[src/rtl/sgm_pkg.sv]
package sgm_pkg;

  localparam int HDR_BYTES = 14;
  localparam int GRP_BYTE  = 6;
  localparam int GRP_BIT   = 0;
  localparam int GRP_POS   = GRP_BYTE * 8 + GRP_BIT;

  typedef enum logic [1:0] {
    MARK_OFF    = 2'b00,
    MARK_ENGINE = 2'b01,
    MARK_FLOW   = 2'b10,
    MARK_RSVD   = 2'b11
  } mark_mode_e;

  // Chooses the value written into the group bit.
  function automatic logic pick_mark(mark_mode_e m, logic eng, logic flow_bit);
    case (m)
      MARK_ENGINE: return eng;
      MARK_FLOW:   return flow_bit;
      default:     return 1'b0;
    endcase
  endfunction

  // Parity of one header byte with an optional bit excluded.
  function automatic logic lane_parity(logic [7:0] b, logic drop_grp);
    logic [7:0] keep;
    keep = drop_grp ? ~(8'(1) << GRP_BIT) : 8'hFF;
    return ^(b & keep);
  endfunction

  // Replaces the group bit inside one byte.
  function automatic logic [7:0] put_grp(logic [7:0] b, logic v);
    logic [7:0] m;
    m = 8'(1) << GRP_BIT;
    return (b & ~m) | (v ? m : 8'h00);
  endfunction

endpackage

[src/rtl/sgm_flow_hash.sv]
module sgm_flow_hash
  import sgm_pkg::*;
#(
  parameter int BEAT_BYTES = 16
) (
  input  logic [BEAT_BYTES*8-1:0] beat,
  output logic                    flow_bit
);

  localparam int DATA_W = BEAT_BYTES * 8;

  logic [HDR_BYTES-1:0] lane_par;

  for (genvar i = 0; i < HDR_BYTES; i++) begin : g_lane
    localparam logic DROP = (i == GRP_BYTE);
    assign lane_par[i] = lane_parity(beat[8*i +: 8], DROP);
  end

  assign flow_bit = ^lane_par;

  logic unused_tail;
  assign unused_tail = ^beat[DATA_W-1:HDR_BYTES*8];

endmodule

[src/rtl/sgm_bit_select.sv]
module sgm_bit_select
  import sgm_pkg::*;
(
  input  logic       sof_beat,
  input  logic [1:0] mode,
  input  logic       eng,
  input  logic       flow_bit,
  input  logic       cur_bit,
  output logic       new_bit,
  output logic       flip
);

  mark_mode_e mode_e;

  assign mode_e  = mark_mode_e'(mode);
  assign new_bit = pick_mark(mode_e, eng, flow_bit);
  assign flip    = sof_beat & (new_bit != cur_bit);

endmodule

[src/rtl/sgm_out_stage.sv]
module sgm_out_stage
  import sgm_pkg::*;
#(
  parameter int BEAT_BYTES = 16
) (
  input  logic                    clk,
  input  logic                    rst_n,
  input  logic                    in_valid,
  input  logic                    in_sof,
  input  logic                    in_eof,
  input  logic [BEAT_BYTES*8-1:0] in_data,
  input  logic                    sof_beat,
  input  logic                    new_bit,
  input  logic                    flip,
  output logic                    out_valid,
  output logic                    out_sof,
  output logic                    out_eof,
  output logic [BEAT_BYTES*8-1:0] out_data,
  output logic                    out_fcs_redo
);

  localparam int DATA_W = BEAT_BYTES * 8;

  logic [DATA_W-1:0] next_data;
  logic              flip_q;
  logic              regen;

  for (genvar i = 0; i < BEAT_BYTES; i++) begin : g_byte
    if (i == GRP_BYTE) begin : g_grp
      assign next_data[8*i +: 8] = sof_beat ? put_grp(in_data[8*i +: 8], new_bit)
                                            : in_data[8*i +: 8];
    end else begin : g_pass
      assign next_data[8*i +: 8] = in_data[8*i +: 8];
    end
  end

  assign regen = in_valid & in_eof & (sof_beat ? flip : flip_q);

  always_ff @(posedge clk) begin
    if (!rst_n) begin
      flip_q       <= 1'b0;
      out_valid    <= 1'b0;
      out_sof      <= 1'b0;
      out_eof      <= 1'b0;
      out_fcs_redo <= 1'b0;
      out_data     <= '0;
    end else begin
      if (sof_beat) flip_q <= flip;
      out_valid    <= in_valid;
      out_sof      <= in_valid & in_sof;
      out_eof      <= in_valid & in_eof;
      out_fcs_redo <= regen;
      if (in_valid) out_data <= next_data;
    end
  end

endmodule

[src/rtl/sa_group_marker.sv]
module sa_group_marker
  import sgm_pkg::*;
#(
  parameter int BEAT_BYTES = 16
) (
  input  logic                    clk,
  input  logic                    rst_n,
  input  logic                    in_valid,
  input  logic                    in_sof,
  input  logic                    in_eof,
  input  logic [BEAT_BYTES*8-1:0] in_data,
  input  logic                    in_eng,
  input  logic [1:0]              in_mode,
  output logic                    out_valid,
  output logic                    out_sof,
  output logic                    out_eof,
  output logic [BEAT_BYTES*8-1:0] out_data,
  output logic                    out_fcs_redo
);

  localparam int DATA_W = BEAT_BYTES * 8;

  // Named internal events, also watched by the checker.
  logic sof_beat;
  logic flow_bit;
  logic mark_bit;
  logic mark_flip;

  assign sof_beat = in_valid & in_sof;

  sgm_flow_hash #(.BEAT_BYTES(BEAT_BYTES)) u_hash (
    .beat     (in_data),
    .flow_bit (flow_bit)
  );

  sgm_bit_select u_sel (
    .sof_beat (sof_beat),
    .mode     (in_mode),
    .eng      (in_eng),
    .flow_bit (flow_bit),
    .cur_bit  (in_data[GRP_POS]),
    .new_bit  (mark_bit),
    .flip     (mark_flip)
  );

  sgm_out_stage #(.BEAT_BYTES(BEAT_BYTES)) u_out (
    .clk          (clk),
    .rst_n        (rst_n),
    .in_valid     (in_valid),
    .in_sof       (in_sof),
    .in_eof       (in_eof),
    .in_data      (in_data),
    .sof_beat     (sof_beat),
    .new_bit      (mark_bit),
    .flip         (mark_flip),
    .out_valid    (out_valid),
    .out_sof      (out_sof),
    .out_eof      (out_eof),
    .out_data     (out_data),
    .out_fcs_redo (out_fcs_redo)
  );

endmodule

[config.mk]
export PLATFORM = sky130hd
export DESIGN_NAME = sa_group_marker
export DESIGN_NICKNAME = d
export VERILOG_FILES = /design/src/rtl/sgm_pkg.sv /design/src/rtl/sgm_flow_hash.sv /design/src/rtl/sgm_bit_select.sv /design/src/rtl/sgm_out_stage.sv /design/src/rtl/sa_group_marker.sv
export SDC_FILE = /design/constraint.sdc
export NUM_CORES = 1
export LEC_CHECK = 0
export BUFFER_PORTS_ARGS = -buffer_cell sky130_fd_sc_hd__buf_2
export CAP_MARGIN = 20
export CORE_ASPECT_RATIO = 0.6
export CORE_MARGIN = 4
export CORE_UTILIZATION = 45
export CTS_BUF_LIST = sky130_fd_sc_hd__clkbuf_2
export DETAILED_ROUTE_END_ITERATION = 10
export PLACE_DENSITY = 0.77
export SLEW_MARGIN = 40
export SYNTH_ARGS = -nofsm -noshare
export SYNTH_HDL_FRONTEND = slang
export SYNTH_SLANG_ARGS = --single-unit
[constraint.sdc]
create_clock -name clk -period 2.4 [get_ports clk]
set_input_delay 0.12 -clock clk [delete_from_list [all_inputs] [get_ports clk]]
set_output_delay 0.12 -clock clk [all_outputs]
set_load 0.02 [all_outputs]
# Word-level counts from Yosys, hierarchy flattened
# Cells that the tools add are included.
# op_classes
bitwise_logic	5
n_mux	4
n_eq_ne	3
reduce_logical	15
# ops
op	n
8-bit parity	14
14-bit parity	1
8-bit two-way mux	1
8-bit OR	1
1-bit bitwise AND	4
2-bit by 1-bit == test with 1-bit output, second input constant	1
2-bit == test, second input constant	1
1-bit two-way mux	2
1-bit case mux with 2 select lines	1
1-bit inequality test	1
# word_totals
output_inout_bits	132
input_bits	136
wordCells	33
ff_bits	133

# Logic depth before layout (Yosys ltp)
# depth
word_depth	7
ltp_mapped	8

# Cells and area by module
# Synthesis repeated with hierarchy kept, for this count alone.
# hier_totals
hier_cells	543
hier_area_um2	6080.8
# modules_own_cells
module	area_per_inst_um2	n_inst	cells_each	seq_area_each_um2
sgm_out_stage	5022.3	1	425	2662.6
sgm_flow_hash	980.9	1	108	0.0
sgm_bit_select	71.3	1	9	0.0
sa_group_marker	6.3	1	1	0.0

# Worst setup path after synthesis
# OpenSTA, ideal clock, no wires.
# synth_path
path_kind	input -> register
startpoint	input port in_data[94]
endpoint	register u_out.out_data[48]
arrival_time_ns	1.650
slack_ns	0.629
setup_ns	0.122
required_time_ns	2.278
path_stages	8
n_path_buf	0
path_cell_list	xor2_1 xnor2_1 xnor2_1 xnor2_1 xnor3_1 xnor3_2 a221oi_1 nor2_1
# synth_via
elab_chain_len	6
# synth_lines
element	line_no	rtl
start, declared	sa_group_marker.sv:11	input logic [BEAT_BYTES*8-1:0] in_data,
8-bit parity	sgm_pkg.sv:28	return ^(b & keep);
14-bit parity	sgm_flow_hash.sv:19	assign flow_bit = ^lane_par;
1-bit case mux with 2 select lines	sgm_pkg.sv:17	case (m)
1-bit two-way mux	sgm_pkg.sv:35	return (b & ~m) | (v ? m : 8'h00);
8-bit OR	sgm_pkg.sv:35	
8-bit two-way mux	sgm_out_stage.sv:30	assign next_data[8*i +: 8] = sof_beat ? put_grp(in_data[8*i +: 8], new_bit)
end signal, assigned	sgm_out_stage.sv:53	if (in_valid) out_data <= next_data;
end, declared	sgm_out_stage.sv:18	output logic [BEAT_BYTES*8-1:0] out_data,
# No other way between the ends.
# A chain may end at the register's enable or synchronous reset.

# Worst setup path after layout
# layout_path
startpoint	input port in_data[89]
endpoint	register u_out.out_data[48]
# Same word-level chain as after synthesis.

==> results_dict.tcl <==
set metrics [dict create \
    cts_made_buffers 17 \
    wl_per_cell_um 17.0 \
    design.die.area_um2 15300 \
    synth_area_leader_cell "dfxtp_1" \
    n_antenna_cell 0 \
    cp_common_cell "xnor2_1" \
    final-hold-violation-count 0 \
    ff2ff_setup_slack_ns 1.12 \
    fp.dieW_um 157 \
    synth-async-reset-ratio 0 \
    relSlewSlack 0.598 \
    overflow 0 \
    max_freq_mhz 445 \
    cts_max_path_buffers 2 \
    worst_slew_pin_slew_ns 0.603 \
    maxCapViolCount 0 \
    totalWireLength_um 19900 \
    cts_hold_buf 169 \
    synth_area_um2 6010 \
    slowest_stage "dlygate4sd3_1" \
    stdcell_area_um2 9440 \
    synth_warnings 0 \
    max-vdd-ir-drop_uv 566 \
    min_path_type "in2reg" \
    cts_tree "yes" \
    fin_setup_tns_ns 0 \
    synth_edf_count 0 \
    dp.cells 964 \
    syn-num-nets 687 \
    yosysUniqueCellTypes 24 \
    switching_share 0.329 \
    cts_sinks 133 \
    seq_power_share 0.414 \
    drt_iter0_drc 239 \
    synthMostInstantiatedCell "dfxtp_1" \
    ant_nets 0 \
    num_rows 32 \
    stdcell_count 1165 \
    critical_path_buf_inv_count 2 \
    path_clk_slew_ns 0.21 \
    p_comb_frac 0.352 \
    p_clk_frac 0.235 \
    worstPathMaxFanout 2 \
    vias 5546 \
    drive_gt1_frac 0.309 \
    slew_viol_final 0 \
    p_int_uw 3940 \
    status "finished clean" \
    avgSynthCellArea_um2 10.9 \
    worstSetupEndpointType "flip-flop" \
    synth_top_cell_area_share 0.443 \
    avgViaCountPerCell 4.76 \
    rsz0062_at_grt "no" \
    fp.dieH_um 97.5 \
    p_total_uw 5870 \
    synth_common_cells "dfxtp_1 (133), mux2i_1 (129), nor2b_1 (127), xnor2_1 (93), clkbuf_1 (26)" \
    path_delay_family "XOR/XNOR gates" \
    dp_hpwl_um 12100 \
    worstPathArrival_ns 2.80 \
    grt_pass1_vias 6144 \
    critical_path.max_stage_delay_ns 0.53 \
    initial_core_util 0.465 \
    ys_seq_area_frac 0.443 \
    ys_seq_elements 133 \
    power_leakage_uw 0.00452 \
    grt_start_max_net_pins 75 \
    p_per_area_nw_per_um2 622 \
    grt.total_usage 0.255 \
    first_pass_iters 4 \
    synth_top_flop_cell "dfxtp_1" \
    fin_crit_sh 0.936 \
    port_buffers 267 \
    areaGrowthSynthToFinish_pct 57.1 \
    grt_pass1_wl_um 31300 \
    gp_congestion 0.870 \
    postCtsSetupBuffers 0 \
    power_switching_uw 1930 \
    clock_latency_ns 0.64 \
    grt_antenna_before_repair 0 \
    num_io_pins 268 \
    post-route-min-period_ns 2.25 \
    core_area_um2 12900 \
    crit_required_ns 2.96 \
    root_buffer "clkbuf_2" \
    critPathLaunchType "input port" \
    path_cells "dlygate4sd3_1 -> buf_2 -> xnor2_1 -> xnor2_1 -> xnor2_1 -> xnor2_1 -> xnor3_1 -> xnor3_2 -> a221oi_1 -> nor2_1" \
    synthCells 549 \
    final-setup-viol-count 0 \
    finClkSkew_ns 0.0000689 \
    final_nets 1120 \
    fin_util 0.730 \
    synth_area_leaders "dfxtp_1 (44%), mux2i_1 (21%), xnor2_1 (14%)" \
    placed_area_um2 7510 \
    drc_errors 0 \
    ctsResizeCount 0 \
    htree_levels 4 \
    crit_type "in2reg" \
]
-- final timing paths --
kind / start / endpoint / cells after the start
setup / recovery: in_data[89] / u_out.out_data[48] / 10
hold / removal: rst_n / u_out.out_data[94] / 3
hold reg to reg: u_out.out_data[63] / u_out.out_data[63] / 2
setup reg to reg: u_out.out_data[114] / u_out.out_data[114] / 3
-- worst min-delay path: stages --
cell	delay (ns)
buf_2	0.12
buf_4	0.27
nor2b_1	0.20
-- registers in the layout, summed over array words and instances (netlist names), named ones only --
name                count
u_out.out_valid         1
u_out.out_fcs_redo      1
u_out.out_eof           1
u_out.out_data        128
u_out.out_sof           1
-- area by class of cell --
class | count | area (um2)
fill | 823 | 3490
multi-input combinational | 384 | 3200
timing repair buffer | 443 | 3110
sequential | 133 | 2660
tap | 170 | 213
clock inverter | 15 | 155
clock buffer | 17 | 85.1
inverter | 3 | 11.3
-- per-layer routing --
| layer | up-vias | routed length (um) | global-route usage | part of all wire |
|---|---|---|---|---|
| met5 | - | 0 | 0 | 0 |
| met4 | 0 | 551 | 0.101 | 0.028 |
| met3 | 52 | 1580 | 0.0770 | 0.079 |
| met2 | 245 | 9920 | 0.454 | 0.50 |
| met1 | 2597 | 7800 | 0.281 | 0.39 |
| li1 | 2652 | - | - | - |
-- power groups by stage --
stage	clock, uW	combinational, uW	sequential [uW]
after global placement	0	1760	2460
after detailed placement	0	1790	2460
after floorplan	0	1080	2620
after global routing	1500	2190	2440
after CTS	1410	2030	2420
final	1380	2060	2430
-- kinds of logic (layout without fill, tap and decap cells) --
logic type | Yosys count | after routing | synth area share
AO/OA/AOI/OAI | 4 | 4 | 0.00437
XOR/XNOR | 110 | 110 | 0.166
adder cells (fa/ha/maj) | 2 | 2 | 0.00416
buffers and inverters | 32 | 478 | 0.0237
flip-flops | 133 | 133 | 0.443
multiplexers | 129 | 129 | 0.215
AND/OR/NAND/NOR | 139 | 139 | 0.143
-- through the flow --
step           setup WS [ns]  hold WS [ns]
2_1_floorplan          0.629         0.272
3_3_place_gp          0.0713         0.377
3_5_place_dp           0.103         0.395
4_1_cts                0.289       0.00230
5_1_grt                0.121        0.0255
6_report               0.154        0.0725
-- cell usage in the layout (no fill, tap or decap), types with 2 or more instances in the layout --
master,count
buf_2,266
dlygate4sd3_1,169
dfxtp_1,133
mux2i_1,129
nor2b_1,127
xnor2_1,93
clkbuf_2,17
xor2_1,14
buf_4,5
clkinvlp_4,4
inv_1,3
inv_6,3
clkinv_4,3
nand2_1,2
nor2_1,2
and3_1,2
nand3_1,2
a21oi_1,2
nor3b_1,2
ha_1,2
clkinv_1,2
bufinv_16,2
buf_12,2
Power figures use the tool's default switching activity.
